## src/rtl/slc_pkg.sv

```systemverilog
package slc_pkg;

    localparam int unsigned WORD_W  = 32;
    localparam int unsigned OPC_W   = 6;
    localparam int unsigned REGIX_W = 5;
    localparam int unsigned IMM_W   = 16;

    localparam logic [OPC_W-1:0] MAJ_REGGRP = 6'b000000;
    localparam logic [OPC_W-1:0] MAJ_SLTI   = 6'b001010;
    localparam logic [OPC_W-1:0] MAJ_SLTIU  = 6'b001011;
    localparam logic [OPC_W-1:0] MAJ_EXTGRP = 6'b011100;

    localparam logic [OPC_W-1:0] FN_SLT  = 6'b101010;
    localparam logic [OPC_W-1:0] FN_SLTU = 6'b101011;
    localparam logic [OPC_W-1:0] FN_CLZ  = 6'b100000;
    localparam logic [OPC_W-1:0] FN_CLO  = 6'b100001;

    typedef enum logic [2:0] {
        K_NONE,
        K_LT_REG_S,
        K_LT_REG_U,
        K_LT_IMM_S,
        K_LT_IMM_U,
        K_LEAD_ZERO,
        K_LEAD_ONE
    } op_kind_e;

    typedef enum logic [1:0] {
        DST_NONE,
        DST_RD,
        DST_RT
    } dst_sel_e;

endpackage

```

## src/rtl/slc_decode.sv

```systemverilog
module slc_decode
    import slc_pkg::*;
(
    input  logic [OPC_W-1:0] major,
    input  logic [OPC_W-1:0] funct,
    output op_kind_e         kind,
    output dst_sel_e         dst
);

    always_comb begin
        kind = K_NONE;
        unique case (major)
            MAJ_REGGRP: begin
                if (funct == FN_SLT)       kind = K_LT_REG_S;
                else if (funct == FN_SLTU) kind = K_LT_REG_U;
            end
            MAJ_EXTGRP: begin
                if (funct == FN_CLZ)       kind = K_LEAD_ZERO;
                else if (funct == FN_CLO)  kind = K_LEAD_ONE;
            end
            MAJ_SLTI:  kind = K_LT_IMM_S;
            MAJ_SLTIU: kind = K_LT_IMM_U;
            default:   kind = K_NONE;
        endcase
    end

    always_comb begin
        unique case (kind)
            K_LT_IMM_S, K_LT_IMM_U:                  dst = DST_RT;
            K_LT_REG_S, K_LT_REG_U,
            K_LEAD_ZERO, K_LEAD_ONE:                 dst = DST_RD;
            default:                                 dst = DST_NONE;
        endcase
    end

endmodule

```

## src/rtl/slc_compare.sv

```systemverilog
module slc_compare #(
    parameter int unsigned W = 32
) (
    input  logic [W-1:0] lhs,
    input  logic [W-1:0] rhs,
    input  logic         signed_mode,
    output logic         less
);

    logic [W:0] lhs_x;
    logic [W:0] rhs_x;
    logic [W:0] diff;

    // Extend by one bit (sign or zero) so one subtractor serves both modes.
    always_comb begin
        lhs_x = {signed_mode & lhs[W-1], lhs};
        rhs_x = {signed_mode & rhs[W-1], rhs};
        diff  = lhs_x - rhs_x;
        less  = diff[W];
    end

endmodule

```

## src/rtl/slc_lead_count.sv

```systemverilog
module slc_lead_count #(
    parameter int unsigned W = 32,
    localparam int unsigned CW = $clog2(W + 1)
) (
    input  logic [W-1:0]  value,
    input  logic          match_one,
    output logic [CW-1:0] count
);

    logic [W-1:0] norm;
    logic [W-1:0] run;

    // After inversion for the ones variant, the run of zeros from the top is counted.
    always_comb begin
        norm = match_one ? ~value : value;
    end

    genvar gi;
    generate
        for (gi = W - 1; gi >= 0; gi--) begin : g_run
            if (gi == W - 1) begin : g_top
                assign run[gi] = ~norm[gi];
            end else begin : g_rest
                assign run[gi] = run[gi+1] & ~norm[gi];
            end
        end
    endgenerate

    always_comb begin
        count = '0;
        for (int i = 0; i < W; i++) begin
            count = count + CW'(run[i]);
        end
    end

    always_comb begin
        if (count == CW'(W)) begin
            assert_full_run_R5: assert (norm == '0)
                else $error("full count without uniform operand");
        end
        assert_count_range_R6: assert (count <= CW'(W))
            else $error("leading count above width");
    end

endmodule

```

## src/rtl/slc_exec_unit.sv

```systemverilog
module slc_exec_unit
    import slc_pkg::*;
#(
    parameter int unsigned DW = WORD_W,
    localparam int unsigned CW = $clog2(DW + 1)
) (
    input  logic              rst,
    input  logic [31:0]       instr,
    input  logic [DW-1:0]     rs_val,
    input  logic [DW-1:0]     rt_val,
    output logic [DW-1:0]     result,
    output logic              wb_en,
    output logic [REGIX_W-1:0] wb_addr
);

    op_kind_e            kind;
    dst_sel_e            dst;
    logic [DW-1:0]       imm_ext;
    logic [DW-1:0]       cmp_rhs;
    logic                cmp_signed;
    logic                cmp_less;
    logic [CW-1:0]       lead_cnt;

    slc_decode u_dec (
        .major (instr[31:26]),
        .funct (instr[5:0]),
        .kind  (kind),
        .dst   (dst)
    );

    always_comb begin
        imm_ext    = {{(DW-IMM_W){instr[IMM_W-1]}}, instr[IMM_W-1:0]};
        cmp_rhs    = (kind == K_LT_IMM_S || kind == K_LT_IMM_U) ? imm_ext : rt_val;
        cmp_signed = (kind == K_LT_REG_S || kind == K_LT_IMM_S);
    end

    slc_compare #(.W(DW)) u_cmp (
        .lhs         (rs_val),
        .rhs         (cmp_rhs),
        .signed_mode (cmp_signed),
        .less        (cmp_less)
    );

    slc_lead_count #(.W(DW)) u_lead (
        .value     (rs_val),
        .match_one (kind == K_LEAD_ONE),
        .count     (lead_cnt)
    );

    always_comb begin
        result  = '0;
        wb_en   = 1'b0;
        wb_addr = '0;
        if (!rst) begin
            unique case (kind)
                K_LT_REG_S, K_LT_REG_U,
                K_LT_IMM_S, K_LT_IMM_U: result = {{(DW-1){1'b0}}, cmp_less};
                K_LEAD_ZERO, K_LEAD_ONE: result = DW'(lead_cnt);
                default:                 result = '0;
            endcase
            unique case (dst)
                DST_RD: begin
                    wb_en   = 1'b1;
                    wb_addr = instr[15:11];
                end
                DST_RT: begin
                    wb_en   = 1'b1;
                    wb_addr = instr[20:16];
                end
                default: begin
                    wb_en   = 1'b0;
                    wb_addr = '0;
                end
            endcase
        end
    end

    always_comb begin
        if (rst) begin
            assert_reset_idle_R9: assert (!wb_en && result == '0)
                else $error("outputs active under reset");
        end
        if (!rst && kind == K_NONE) begin
            assert_unknown_idle_R8: assert (!wb_en && result == '0 && wb_addr == '0)
                else $error("unrecognised op produced output");
        end
        if (kind == K_LT_REG_S || kind == K_LT_REG_U ||
            kind == K_LT_IMM_S || kind == K_LT_IMM_U) begin
            assert_flag_narrow_R7: assert (result[DW-1:1] == '0)
                else $error("compare result wider than one bit");
        end
        if (!rst && (kind == K_LT_IMM_S || kind == K_LT_IMM_U)) begin
            assert_imm_dest_R3: assert (wb_en && wb_addr == instr[20:16])
                else $error("immediate compare not aimed at rt");
        end
        if (!rst && (kind == K_LEAD_ZERO || kind == K_LEAD_ONE)) begin
            assert_count_dest_R5: assert (wb_en && wb_addr == instr[15:11])
                else $error("count op not aimed at rd");
        end
    end

endmodule

```

## config.mk

```make
export PLATFORM = sky130hd
export DESIGN_NAME = slc_exec_unit
export DESIGN_NICKNAME = d
export VERILOG_FILES = /design/src/rtl/slc_pkg.sv /design/src/rtl/slc_decode.sv /design/src/rtl/slc_compare.sv /design/src/rtl/slc_lead_count.sv /design/src/rtl/slc_exec_unit.sv
export SDC_FILE = /design/constraint.sdc
export NUM_CORES = 1
export LEC_CHECK = 0
export BUFFER_PORTS_ARGS = -buffer_cell sky130_fd_sc_hd__clkbuf_2
export CAP_MARGIN = 20
export CORE_ASPECT_RATIO = 0.8
export CORE_MARGIN = 2
export CORE_UTILIZATION = 54
export DETAILED_ROUTE_END_ITERATION = 12
export PLACE_DENSITY = 0.91
export SETUP_SLACK_MARGIN = 0.1
export SLEW_MARGIN = 20
export SYNTH_ARGS = -nofsm -noshare
export SYNTH_HDL_FRONTEND = slang
export SYNTH_SLANG_ARGS = --single-unit
```

## constraint.sdc

```tcl
create_clock -name vclk -period 11.9
set_input_delay 0 -clock vclk [all_inputs]
set_output_delay 0 -clock vclk [all_outputs]
set_load 0.02 [all_outputs]
```

# Yosys cells after proc, flatten, opt, wreduce, memory -nomap -nowiden
# Cells that the tools add are included.
# classes
n_bitwise	66
eq_ne	15
n_reduce_logical	8
muxes	14
n_addsub	32
# ops
cell	n
$add A6 B1 Y6	30
$mux W32	2
$and A1 B1 Y1	33
$sub A33 B33 Y33	1
$not A1 Y1	32
$not A32 Y32	1
$eq A6 B6 Y1 const B	4
$eq A6 B4 Y1 const B	2
$pmux W3 S4	1
$pmux W6 S2	1
$pmux W5 S2	1
$eq A3 B3 Y1 const B	3
$mux W3	3
$reduce_or A4 Y1	2
$eq A3 B2 Y1 const B	2
$eq A6 B5 Y1 const B	1
$logic_not A6 Y1	1
$mux W6	1
$reduce_or A2 Y1	3
$mux W5	1
$pmux W2 S2	1
$eq A3 B1 Y1 const B	1
$add A1 B1 Y2	1
$eq A2 B1 Y1 const B	1
other kinds (4)	6
# totals
in_bits	97
output_inout_bits	38
register_bits	0
wordCells	135

# Longest topological paths before layout
# Gate-level depths: netlist of run 1.
# depth
depth_word	71
mapped_depth	27
mapped_depth_nobuf	26

# Hierarchy
# From an unflattened synthesis of run 1, not the netlist that was laid out.
# unflattened
hier_cells	573
hier_area_um2	4182.8
# modules_own_cells
mod	seq_area_each_um2	cells_each	instances	area_per_inst_um2
slc_exec_unit	0.0	256	1	1762.9
slc_lead_count	0.0	182	1	1430.1
slc_compare	0.0	115	1	838.3
slc_decode	0.0	20	1	151.4

# Least setup slack after synthesis of run 1
# No wires, ideal clock.
# synth_path
path_kind	input to output
from	in instr[4]
to	out result[4]
setup_slack_ns	4.656
arrival_time_ns	7.244
n_path_buf	1
stages	27
cell_sequence	or4b_4 or4_1 buf_2 or4_4 a22oi_2 a21bo_4 inv_6 o2111ai_4 a211oi_1 fa_1 inv_1 fa_1 inv_1 fa_1 fa_1 inv_1 fa_1 inv_1 fa_1 inv_1 fa_1 fa_1 inv_1 a21o_1 a21oi_1 xor2_1 nor2_1
# synth_via
elab_chain_len	71
word_cells_on_any_way	114
cone_classes	add/sub (31); eq/ne (10); mux (8); bitwise (63); reduce/logical (2)
# synth_rtl
element	line_no	source
start, declared	slc_exec_unit.sv:8	input logic [31:0] instr,
$eq A6 B6 Y1, on equally long branches	slc_decode.sv:19, slc_decode.sv:15	
$mux W3 or $mux W2 (tied branches)	slc_decode.sv:19, slc_decode.sv:15	
$mux W3, on equally long branches	slc_decode.sv:18, slc_decode.sv:14	
$pmux W3 S4 (*)	slc_decode.sv:12	unique case (major)
$eq A3 B3 Y1	slc_exec_unit.sv:46, slc_exec_unit.sv:55	
$mux W32	slc_lead_count.sv:15	norm = match_one ? ~value : value;
$not A1 Y1, on equally long branches	slc_lead_count.sv:22, slc_lead_count.sv:24	
$and A1 B1 Y1 (31 in a row)	slc_lead_count.sv:24	assign run[gi] = run[gi+1] & ~norm[gi];
$add A1 B1 Y2	slc_lead_count.sv:32	count = count + CW'(run[i]);
$add A6 B1 Y6 (30 in a row)	slc_lead_count.sv:32	
$pmux W6 S2 (*)	slc_exec_unit.sv:55	unique case (kind)
$mux W6 (*)	slc_exec_unit.sv:54	if (!rst) begin
end, declared	slc_exec_unit.sv:11	output logic [DW-1:0] result,
# Mark *: on every way between the ends. The rest lies on a longest branch, timed or not.

# Worst setup path in the final report of run 1
# Same ends and word-level chain as after synthesis.

==> metrics.log, run 1 <==
INFO  metric rsz0062_at_grt = no
INFO  metric placedCellCount = 525
INFO  metric via_count = 3,020
INFO  metric critical_path_at = 7770 ps
INFO  metric post-synth-top-area-fraction = 17.6%
INFO  metric static-leakage-power = 1.70 nW
INFO  metric post_synth_num_cell_types = 51
INFO  metric crit_path_end_kind = primary output
INFO  metric fp-row-count = 23
INFO  metric timing.hold.ws = 378 ps
INFO  metric worst_slew_pin_slew = 666 ps
INFO  metric syn_area_per_cell = 7.73 sq um
INFO  metric worst_path_max_delay_cell = or4_1
INFO  metric yosysWarningCount = 0
INFO  metric cap_violations = 0
INFO  metric worst_ir_drop_vdd = 0.0146 mV
INFO  metric final-seq-area = 0 sq um
INFO  metric io_pins = 135
INFO  metric start_kind = input pin
INFO  metric grt_overflow = 0
INFO  metric antennaDiodeCount = 0
INFO  metric detail_route.wirelength = 7.70 mm
INFO  metric finalWorstSetupSlack = 4130 ps
INFO  metric postSynthCellCount = 369
INFO  metric critical_path_class = in -> out
INFO  metric coreArea = 0.00504 sq mm
INFO  metric numSequentialCells = 0
INFO  metric final-instance-count-excl-fill = 525
INFO  metric finalCriticalPeriod = 7770 ps
INFO  metric synth.largest_area_cell = ha_1
INFO  metric cp_max_fo = 10
INFO  metric netlist_top_cells_area = ha_1, fa_1, buf_4
INFO  metric track_usage = 26.2%
INFO  metric pre_cts_slack = 4110 ps
INFO  metric grt_first_pass_wirelength = 12.5 mm
INFO  metric place_hpwl = 6.80 mm
INFO  metric worst-endpoint-required = 11,900 ps
INFO  metric cellPowerDensity = 23.5 mW/mm^2
INFO  metric final.setup.tns = 0 ps
INFO  metric timing.final.crit_share = 65.3%
INFO  metric finalWeightedCongestion = 0.906
INFO  metric worst_path_largest_cell_delay = 690 ps
INFO  metric drt.antenna.violating_nets = 0
INFO  metric slew-limit-headroom = 55.2%
INFO  metric hold_buffers = 0
INFO  metric timing_max_transition_violations_final = 0
INFO  metric n_clock_buffer = 0
INFO  metric setup_violations = 0
INFO  metric post_route_cells_drive_above_1_share = 25.5%
INFO  metric post_cts_buffers = 0
INFO  metric run_status = finished clean
INFO  metric detail_route.drc_violations = 0
INFO  metric cts-resized-gates = 0
INFO  metric critical_path.most_common_cell = fa_1
INFO  metric detailedRoute.firstPassIterationCount = 4
INFO  metric die_height = 69.0 microns
INFO  metric timing.hold.worst.class = in -> out
INFO  metric max_clock_freq = 129 MHz
INFO  metric synth-seq-area-share = 0%
INFO  metric routedWlPerCell = 14.7 microns
INFO  metric grt_max_degree = 26
INFO  metric vias_per_cell = 5.75
INFO  metric antenna_found_initial = 0
INFO  metric starting_density = 56.6%
INFO  metric dr.first_iter.drc_count = 235
INFO  metric finalHoldViolCount = 0
INFO  metric first_global_vias = 2,832
INFO  metric dieArea = 0.00588 sq mm
INFO  metric portBuffers = 104
INFO  metric area_grow_syn2layout = 16.7%
INFO  metric syn-cell-area = 0.00285 sq mm
INFO  metric num-nets-final = 626
INFO  metric floorplan.die.width = 85.2 microns
INFO  metric post-route-util = 66.1%
## kinds of logic (layout without fill, tap and decap cells)
group	count (synthesis)	in the layout	synth area share [%]
xor gates and xnor gates	14	14	4.30
adders and majority gates	64	64	34.4
other	1	26	0.132
AOI/OAI and AO/OA	79	79	19.1
muxes	18	18	6.36
and+or+nand+nor	121	121	22.6
buffers and inverters	72	141	13.1
## cell usage after synthesis (4+ instances only)
master    count
nor2_1       29
nand2_1      23
a21oi_1      28
mux2i_1      17
a21o_1       10
o21ai_0      11
a211oi_1      4
nor3_1        4
a22oi_1       7
clkbuf_1      7
nor4_1        5
nand3_1      10
or3_1        11
xnor2_1      12
ha_1         40
inv_1        33
nand2b_1      5
or4_1         5
and4_1        4
nand4_1      14
fa_1         24
buf_4        26
## metal layers
metal | part of all wire, % | wire length [microns] | GRT usage, %
met1 | 42 | 3230 | 34.3
met2 | 49 | 3780 | 48.6
met4 | 1.3 | 97 | 4.17
met3 | 7.6 | 587 | 2.02
met5 | 0 | 0 | 0
## placed cells by master (no fill, tap or decap), types with 7 or more instances in the layout
cell type  netlist  routed
or3_1           11      11
ha_1            40      40
fa_1            24      24
a22oi_1          7       7
o21ai_0         11      11
conb_1           1      26
nor2_1          29      29
clkbuf_2         0     104
a21o_1          10      10
nand4_1         14      14
xnor2_1         12      12
inv_1           33      33
nand2_1         23      23
nand3_1         10      10
mux2i_1         17      17
a21oi_1         28      28
## final cells by class
type	count	area, sq um
repair buffers	106	536
inverters	35	136
fillers	441	1710
multi-input cells	322	2580
well taps	62	77.6
## critical path, delay by kind of cell
kind / cells / cell delay (ps)
adders and majority gates: 8 / 3640
AOI/OAI and AO/OA: 6 / 1290
buffers and inverters: 9 / 780
xor gates and xnor gates: 1 / 140
and+or+nand+nor: 4 / 1910
## worst paths after layout
path                      start          to  slack [ps]  depth (start not counted)
worst max-delay path   instr[4]   result[4]        4130                         28
worst min-delay path  instr[18]  wb_addr[2]         380                          4
## metrics by stage
step | total power [mW] | area [sq um]
2_1_floorplan | 0.0514 | 2950
3_3_place_gp | 0.0736 | 3320
3_5_place_dp | 0.0769 | 3320
4_1_cts | 0.0771 | 3320
5_1_grt | 0.0872 | 3330
6_report | 0.0783 | 3330
## report_power, final
group,total [mW],switching (mW),internal [mW]
Sequential,0,0,0
Combinational,0.0783,0.0456,0.0327
Clock,0,0,0
No activity file was read; power rests on OpenSTA's default activity.
==> run 2: changes to the inputs <==
--- a/config.mk
+++ b/config.mk
@@ -5,13 +5,14 @@
 export SDC_FILE = /design/constraint.sdc
 export NUM_CORES = 1
 export LEC_CHECK = 0
+export ABC_AREA = 1
 export BUFFER_PORTS_ARGS = -buffer_cell sky130_fd_sc_hd__clkbuf_2
 export CAP_MARGIN = 20
 export CORE_ASPECT_RATIO = 0.8
 export CORE_MARGIN = 2
-export CORE_UTILIZATION = 54
+export CORE_UTILIZATION = 46
 export DETAILED_ROUTE_END_ITERATION = 12
-export PLACE_DENSITY = 0.91
+export PLACE_DENSITY = 0.81
 export SETUP_SLACK_MARGIN = 0.1
 export SLEW_MARGIN = 20
 export SYNTH_ARGS = -nofsm -noshare
==> constraint.sdc (replaced) <==
create_clock -name vclk -period 6.6
set_input_delay 0 -clock vclk [all_inputs]
set_output_delay 0 -clock vclk [all_outputs]
set_load 0.02 [all_outputs]
==> run 2 against run 1 <==
  * Total power increased by 120%
  * Highest routed layer unchanged
  * Area after synthesis rose by 10%
  * Largest cell class unchanged
  * Die area increased by 28%
==> metrics.log, run 2 <==
INFO  metric routedWlPerCell = 12.8 microns
INFO  metric timing.final.crit_share = 99.9%
INFO  metric num-nets-final = 802
INFO  metric floorplan.die.width = 96.5 microns
INFO  metric hold_buffers = 0
INFO  metric dr.first_iter.drc_count = 173
INFO  metric synth_top_cells_by_count = nand2_1, inv_1, ha_1
INFO  metric antennaDiodeCount = 0
INFO  metric timing.hold.ws = 318 ps
INFO  metric final-seq-area = 0 sq um
INFO  metric critical_path.most_common_cell = nor2_4
INFO  metric detailedRoute.firstPassIterationCount = 5
INFO  metric critical_path_at = 6590 ps
INFO  metric syn-cell-area = 0.00315 sq mm
INFO  metric cap_violations = 0
INFO  metric detail_route.wirelength = 9.26 mm
INFO  metric n_clock_buffer = 0
INFO  metric die_height = 78.0 microns
INFO  metric rsz0062_at_grt = yes
INFO  metric detail_route.drc_violations = 0
INFO  metric portBuffers = 104
INFO  metric static-leakage-power = 2.42 nW
INFO  metric start_kind = input pin
INFO  metric dieArea = 0.00752 sq mm
INFO  metric finalHoldViolCount = 0
INFO  metric cellPowerDensity = 39.4 mW/mm^2
INFO  metric run_status = finished clean
INFO  metric sum_of_internal_switching_and_leakage_power = 169 uW
INFO  metric max_clock_freq = 152 MHz
INFO  metric worst_slew_pin_slew = 973 ps
INFO  metric starting_density = 48.4%
INFO  metric antenna_found_initial = 0
INFO  metric area_grow_syn2layout = 36.2%
INFO  metric setup_violations = 0
INFO  metric fp-row-count = 26
INFO  metric finalWorstSetupSlack = 5.58 ps
INFO  metric post-synth-top-area-fraction = 15.9%
INFO  metric postSynthCellCount = 495
INFO  metric post_route_cells_drive_above_1_share = 35.5%
INFO  metric place_hpwl = 7.72 mm
INFO  metric final.setup.tns = 0 ps
INFO  metric synth-seq-area-share = 0%
INFO  metric post-synth-top-count-cell = nand2_1
INFO  metric slew-limit-headroom = 35.0%
INFO  metric worst_path_max_delay_cell = fa_1
INFO  metric filler_cell_count = 574
INFO  metric crit_path_end_kind = primary output
INFO  metric drt.antenna.violating_nets = 0
INFO  metric finalCriticalPeriod = 6590 ps
INFO  metric post_synth_num_cell_types = 39
INFO  metric first_global_vias = 3,314
INFO  metric netlist_top_cells_area = ha_1, fa_1, nand2_1
INFO  metric timing.hold.worst.class = in -> out
INFO  metric grt_max_degree = 25
INFO  metric grt_overflow = 0
INFO  metric synth.largest_area_cell = ha_1
INFO  metric coreArea = 0.00651 sq mm
INFO  metric worst_path_largest_cell_delay = 490 ps
INFO  metric pre_cts_slack = -244 ps
INFO  metric mostFrequentLayoutCells = nand2_1, inv_1, clkbuf_2, buf_4, ha_1
INFO  metric timing_max_transition_violations_final = 0
INFO  metric syn_area_per_cell = 6.36 sq um
INFO  metric track_usage = 23.3%
INFO  metric critical_path_class = in -> out
INFO  metric cp_max_fo = 8
INFO  metric io_pins = 135
INFO  metric yosysWarningCount = 0
INFO  metric grt_first_pass_wirelength = 14.2 mm
INFO  metric via_count = 3,576
INFO  metric vias_per_cell = 4.95
INFO  metric worst_ir_drop_vdd = 0.0227 mV
INFO  metric most_common_cell_after_layout_fill_and_taps_aside = nand2_1
INFO  metric finalWeightedCongestion = 0.922
INFO  metric worst-endpoint-required = 6600 ps
INFO  metric numSequentialCells = 0
[run 2: power by group]
part	internal, mW	switching (mW)
Sequential	0	0
Clock	0	0
Combinational	0.0694	0.0996
[run 2: path summary, 6_finish.rpt]
path	slack (ps)	cells past startpoint	start	end
worst max-delay path	6	38	instr[1]	result[4]
worst min-delay path	320	4	instr[18]	wb_addr[2]
[run 2: cell families after synthesis]
kind of cell,count (synthesis),share of synthesized area (%)
AOI/OAI and AO/OA,63,10.8
xor gates and xnor gates,5,1.39
adders and majority gates,64,31.2
buffers and inverters,143,20.4
muxes,11,3.54
other,1,0.119
and+or+nand+nor,208,32.6
[run 2: what timing repair did]
item                                    in CTS  in global routing
endpoints found under the setup margin       3                  6
pin swaps                                    9                 35
resized for setup                           23                 80
setup buffers                                4                 15
[run 2: routing by layer]
metal  wire [microns]  vias up  global-route usage [%]  part of all wire (%)
met1             3950     1627                    30.5                    43
li1                 -     1797                       -                     -
met3              573        8                    1.84                   6.2
met5                0        -                       0                     0
met4               81        0                    2.39                  0.88
met2             4650      144                    42.8                    50
[run 2: worst max-delay path, delay by kind of cell]
family / cells / cell delay, ps
fa+ha+maj: 8 / 3510
simple gates: 19 / 2120
buf+inv: 9 / 760
xor+xnor: 1 / 140
compound gates: 1 / 60
[run 2: area by class of cell]
class              count  area, sq um  share of cell area, %
inverters            111          419                   9.78
repair buffers       151          963                   22.5
well taps             84          105                   2.45
multi-input cells    377         2800                   65.3
[run 2: stage by stage]
stage | utilization [%] | cell area (sq um) | std cells
floorplan | - | 3240 | 520
global placement | 59.2 | 3850 | 704
detailed placement | 59.2 | 3850 | 704
CTS | 60.8 | 3960 | 708
global route | 65.9 | 4290 | 723
finish | 65.9 | 4290 | 723
